[config.mk]
export PLATFORM = sky130hd
export DESIGN_NAME = halfstep_clkdiv
export DESIGN_NICKNAME = d
export VERILOG_FILES = /design/src/rtl/hsd_pkg.sv /design/src/rtl/hsd_len_calc.sv /design/src/rtl/hsd_phase_fsm.sv /design/src/rtl/halfstep_clkdiv.sv
export SDC_FILE = /design/constraint.sdc
export NUM_CORES = 1
export LEC_CHECK = 0
export BUFFER_PORTS_ARGS = -buffer_cell sky130_fd_sc_hd__clkbuf_2
export CAP_MARGIN = 20
export CORE_MARGIN = 5
export CORE_UTILIZATION = 55
export DETAILED_ROUTE_END_ITERATION = 8
export PLACE_DENSITY = 0.81
export SLEW_MARGIN = 5
export SYNTH_ARGS = -nofsm -noshare
export SYNTH_HDL_FRONTEND = slang
export SYNTH_HIERARCHICAL = 1
export SYNTH_SLANG_ARGS = --single-unit
[constraint.sdc]
create_clock -name clk_half -period 2.8 [get_ports clk_half]
set_input_delay 0.28 -clock clk_half [delete_from_list [all_inputs] [get_ports clk_half]]
set_output_delay 0.28 -clock clk_half [all_outputs]
set_load 0.02 [all_outputs]
[src/rtl/hsd_pkg.sv]
package hsd_pkg;
    typedef enum logic [1:0] {
        ST_START = 2'd0,
        ST_HIGH  = 2'd1,
        ST_LOW   = 2'd2
    } hsd_state_e;
endpackage

[src/rtl/hsd_len_calc.sv]
// Turns a 7.1 offset code into the lengths of the high and low phases,
// counted in half-steps.
module hsd_len_calc #(
    parameter int CODE_W = 8
) (
    input  logic [CODE_W-1:0] code,
    output logic [CODE_W-1:0] hi_len,
    output logic [CODE_W-1:0] lo_len
);
    localparam int NW = CODE_W + 1;

    logic [NW-1:0] n_half;
    logic [NW-1:0] hi_full;
    logic [NW-1:0] lo_full;

    always_comb begin
        n_half  = {1'b0, code} + NW'(2);
        hi_full = (n_half + NW'(1)) >> 1;
        lo_full = n_half >> 1;
        hi_len  = hi_full[CODE_W-1:0];
        lo_len  = lo_full[CODE_W-1:0];
    end
endmodule

[src/rtl/hsd_phase_fsm.sv]
module hsd_phase_fsm
    import hsd_pkg::*;
#(
    parameter int CODE_W = 8
) (
    input  logic              clk,
    input  logic              rst_n,
    input  logic [CODE_W-1:0] code_in,
    input  logic [CODE_W-1:0] hi_len,
    input  logic [CODE_W-1:0] lo_len,
    output logic [CODE_W-1:0] cur_code,
    output logic              pix_clk_q,
    output logic              pix_en_q,
    output logic              valid_q
);
    hsd_state_e        state, nxt;
    logic [CODE_W-1:0] cnt;
    logic              end_hi, end_lo;

    assign end_hi = (cnt == hi_len - CODE_W'(1));
    assign end_lo = (cnt == lo_len - CODE_W'(1));

    // state register
    always_ff @(posedge clk or negedge rst_n) begin
        if (!rst_n) state <= ST_START;
        else        state <= nxt;
    end

    // transitions: launch, hold_high, fall, hold_low, wrap
    always_comb begin
        nxt = state;
        unique case (state)
            ST_START: nxt = ST_HIGH;
            ST_HIGH:  nxt = end_hi ? ST_LOW : ST_HIGH;
            ST_LOW:   nxt = end_lo ? ST_HIGH : ST_LOW;
            default:  nxt = ST_START;
        endcase
    end

    // phase counter, code capture, valid tracking
    always_ff @(posedge clk or negedge rst_n) begin
        if (!rst_n) begin
            cnt      <= '0;
            cur_code <= '0;
            valid_q  <= 1'b0;
        end else begin
            unique case (state)
                ST_START: begin
                    cnt      <= '0;
                    cur_code <= code_in;
                end
                ST_HIGH: cnt <= end_hi ? '0 : cnt + CODE_W'(1);
                ST_LOW: begin
                    if (end_lo) begin
                        cnt      <= '0;
                        cur_code <= code_in;
                        valid_q  <= (code_in == cur_code);
                    end else begin
                        cnt <= cnt + CODE_W'(1);
                    end
                end
                default: cnt <= '0;
            endcase
        end
    end

    // registered outputs
    always_ff @(posedge clk or negedge rst_n) begin
        if (!rst_n) begin
            pix_clk_q <= 1'b0;
            pix_en_q  <= 1'b0;
        end else begin
            pix_clk_q <= (nxt == ST_HIGH);
            pix_en_q  <= (nxt == ST_HIGH) && (state != ST_HIGH);
        end
    end


    en_in_high_chk: assert property (@(posedge clk) disable iff (!rst_n)
        pix_en_q |-> pix_clk_q);


    en_single_chk: assert property (@(posedge clk) disable iff (!rst_n)
        pix_en_q |=> !pix_en_q);


    code_hold_chk: assert property (@(posedge clk) disable iff (!rst_n)
        !pix_en_q |-> $stable(cur_code));


    valid_edge_chk: assert property (@(posedge clk) disable iff (!rst_n)
        ($rose(valid_q) || $fell(valid_q)) |-> pix_en_q);
endmodule

[src/rtl/halfstep_clkdiv.sv]
module halfstep_clkdiv #(
    parameter int CODE_W = 8
) (
    input  logic              clk_half,
    input  logic              rst_n,
    input  logic [CODE_W-1:0] ratio_code,
    output logic              pix_clk,
    output logic              pix_en,
    output logic              ratio_valid
);
    logic [CODE_W-1:0] cur_code;
    logic [CODE_W-1:0] hi_len;
    logic [CODE_W-1:0] lo_len;

    hsd_len_calc #(.CODE_W(CODE_W)) u_len (
        .code   (cur_code),
        .hi_len (hi_len),
        .lo_len (lo_len)
    );

    hsd_phase_fsm #(.CODE_W(CODE_W)) u_fsm (
        .clk       (clk_half),
        .rst_n     (rst_n),
        .code_in   (ratio_code),
        .hi_len    (hi_len),
        .lo_len    (lo_len),
        .cur_code  (cur_code),
        .pix_clk_q (pix_clk),
        .pix_en_q  (pix_en),
        .valid_q   (ratio_valid)
    );
endmodule

==> flow_summary_export.csv <==
group,metric,value,unit
critical_path,setup.reg_to_reg.worst_slack,0.02,ns
placement,port_buffers,12,
sta,finalClockSkew,0.00535,ns
sta,finalCritPeriodShare,99.4,%
sta,max_clock_freq,359,MHz
sta,timing_hold_violations_final,0,
final_layout,syn_to_final_growth,28.2,%
critical_path,critical_path.startpoint,"u_fsm/cur_code[1]",
synthesis,synth.largest_area_cell,"dfrtp_1",
cts,clkSlewWorstSetupHoldPaths,0.12,ns
cts,cts.sinks,21,
cts,tritoncts,"yes",
critical_path,cp.arrival,3.00,ns
cts,cts-root-buf,"clkbuf_4",
routing,finalWirelength,4890,um
sta,timing_worst_slew_pin_value,0.529,ns
grt,global_route_wire_length_before_repair,6710,um
grt,grt_pass1_vias,1444,
critical_path,timing.critical_path.fanout_max,5,
routing,avgViaCountPerCell,5.82,
final_layout,fin_nets,260,
floorplan,placementRows,21,
synthesis,netlist_instances,202,
critical_path,worstReg2RegStart,"u_fsm/cur_code[1]",
cts,cts_htree_levels,1,
floorplan,core_area,3340,um^2
routing,wl_per_cell,17.1,um
floorplan,top_level_ports,13,
sta,period_minus_slack,2.78,ns
synthesis,syn-num-nets,222,
placement,placement.setup.worst_slack,-0.0638,ns
grt,overflow,0,
synthesis,synth_async_sr_flop_share,100,%
synthesis,post_synth_instance_area,1890,um^2
run,timing.max_cap.violations,0,
critical_path,timing.critical_path.slowest_cell_delay,0.44,ns
critical_path,worstSetupStartpointType,"flop",
floorplan,die_width,68.6,um
critical_path,end_kind,"flop",
synthesis,post_synth_num_cell_types,46,
final_layout,design_area,2420,um^2
min_path,min-delay-path-class,"input pin to flop",
final_layout,post_route_cells_drive_above_1_share,40.2,%
final_layout,nFillCells,237,
sta,rsz_0062_raised_after_global_routing,"true",
critical_path,cp.buffers_inverters,0,
final_layout,finished_core_util,72.5,%
placement,globalplace.congestion,0.893,
placement,detailed_placement_hpwl,3330,um
routing,drt.antenna.violating_nets,0,
min_path,worst_hold_startpoint,"ratio_code[0]",
routing,num_vias,1658,
sta,report.final.slew_viol_count,0,
critical_path,crit_required,3.01,ns
synthesis,ys_seq_elements,21,
routing,firstDrtPassIters,4,
routing,drcViolationCount,0,
synthesis,yosysWarningCount,6,
floorplan,dieArea,4700,um^2
synthesis,yosysTopAreaCellShare,27.8,%
power,power_leakage,1.01,nW
power,post-layout-total-power,3.35,mW
grt,grt_start_max_net_pins,22,
synthesis,synth_edf_count,0,
critical_path,worstSetupPathType,"flop to flop",
synthesis,synth.yosys.seq_area_share,27.8,%
floorplan,floorplan.die.height,68.6,um
critical_path,critical-path-slowest-cell,"dfrtp_2",
sta,setup_failing_eps_final,0,
floorplan,floorplan.initialDensity,56.6,%
synthesis,synth_top_flop_cell,"dfrtp_1",
final_layout,diode_insertion_count_for_antenna_repair,0,
power,power_density,1380,nW/um^2
sta,max_transition_margin,64.8,%
placement,placed_cell_area,2150,um^2
cts,clock_path_buffers,2,
grt,grt_antenna_before_repair,0,
cts,worst_skew_late_latency,0.30,ns
synthesis,synthesis.area_per_instance,9.35,um^2
synthesis,post_synth_main_area_contributors,"dfrtp_1, xnor2_1, xor2_1, ha_1, mux2_4",
routing,drtIter0Drc,97,
critical_path,worstPathCellList,"ha_4, nand2_1, or3_1, a211o_1, a21boi_2, xnor2_2, and4b_1, a41oi_2, nand2_2, a21bo_2, a211oi_2",
grt,grt.total_usage,19.0,%
sta,layout_setup_ws,0.0160,ns
status,run_status,"completed",
power,ir_drop,0.757,mV
cts,numCtsBuffers,3,
critical_path,worst_path_dominant_cell_family,"compound AO/OA/AOI/OAI gates",
-- through the flow --
stage	hold slack (ns)	TNS, ns	cells
floorplan	-0.0156	0	202
global placement	0.270	-0.0130	277
detailed placement	0.277	-0.694	277
CTS	0.227	-0.0328	282
global route	0.221	-1.03	285
finish	0.229	0	285
-- final timing paths --
kind | cells after the start | end
min in group asynchronous | 2 | u_fsm/pix_en_q
worst min-delay path | 2 | u_fsm/cur_code[0]
max in group asynchronous | 2 | u_fsm/cur_code[1]
worst min register to register | 2 | u_fsm/valid_q
worst max-delay path | 11 | u_fsm/cnt[4]
worst max register to register | 11 | u_fsm/cnt[4]
-- cell families (layout without fill, tap and decap cells) --
group / after synthesis / after routing / share of synthesized area (%)
buffers and inverters: 21 / 57 / 5.04
AND/OR/NAND/NOR: 71 / 71 / 21.9
multiplexers: 8 / 8 / 6.36
AO/OA/AOI/OAI: 30 / 31 / 12.8
flip-flops: 21 / 21 / 27.8
XOR/XNOR: 41 / 41 / 19.4
adder cells (fa/ha/maj): 10 / 10 / 6.63
-- final cells by class --
type                    instances  area [um^2]  area share (%)
inverters                      15         56.3            2.33
clock buffers                   4         26.3            1.09
repair buffers                 38          258            10.7
multi-input cells             161         1490            61.6
flip-flops and latches         21          531            21.9
well taps                      46         57.6            2.38
-- cells in the mapped netlist (all sizes together) (7+ instances only) --
cell type / count
xnor2: 23
dfrtp: 21
xor2: 18
inv: 15
nand2: 15
nor2: 11
ha: 10
nand3: 10
nor3: 10
mux2: 8
nand4: 8
a211oi: 7
-- power by group --
part	internal, mW	switching [mW]	leakage (nW)
registers	0.408	0.161	0.251
logic	1.24	1.40	0.744
clock network	0.0555	0.0900	0.0150
total	1.70	1.65	1.01
-- repair_timing --
action | in CTS | in global routing
endpoints found under the hold margin | 21 | 0
setup endpoints to repair | 17 | 21
gates cloned | 0 | 1
setup buffers | 0 | 2
pin swaps | 2 | 9
gates resized for setup | 10 | 30
hold buffers | 1 | 0
-- cell usage in the layout (no fill, tap or decap), types with 3 or more instances in the layout --
master    count
buf_4        25
xnor2_1      19
dfrtp_1      17
xor2_1       14
inv_1        13
nand2_1      13
clkbuf_2     12
nor2_1       10
mux2_4        8
ha_1          8
nor3_1        7
nand4_1       7
nand3_1       7
a211oi_2      6
xnor2_2       4
dfrtp_2       4
clkbuf_4      3
o21ai_0       3
nor2b_1       3
and3_1        3
nand3_2       3
-- layer usage --
layer | global-route usage, % | up-vias | share of wire [%]
met1 | 27.7 | 836 | 44
met3 | 1.13 | 6 | 2.2
met4 | 4.47 | 0 | 1.4
li1 | - | 781 | -
met5 | 0 | - | 0
met2 | 30.8 | 35 | 52
-- flip-flops by register name (all words and copies together), names as in the netlist --
name and cells:
u_fsm/valid_q 1, u_fsm/cur_code 8, u_fsm/state 2, u_fsm/pix_en_q 1
u_fsm/cnt 8, u_fsm/pix_clk_q 1
No activity file was read; power rests on OpenSTA's default activity.
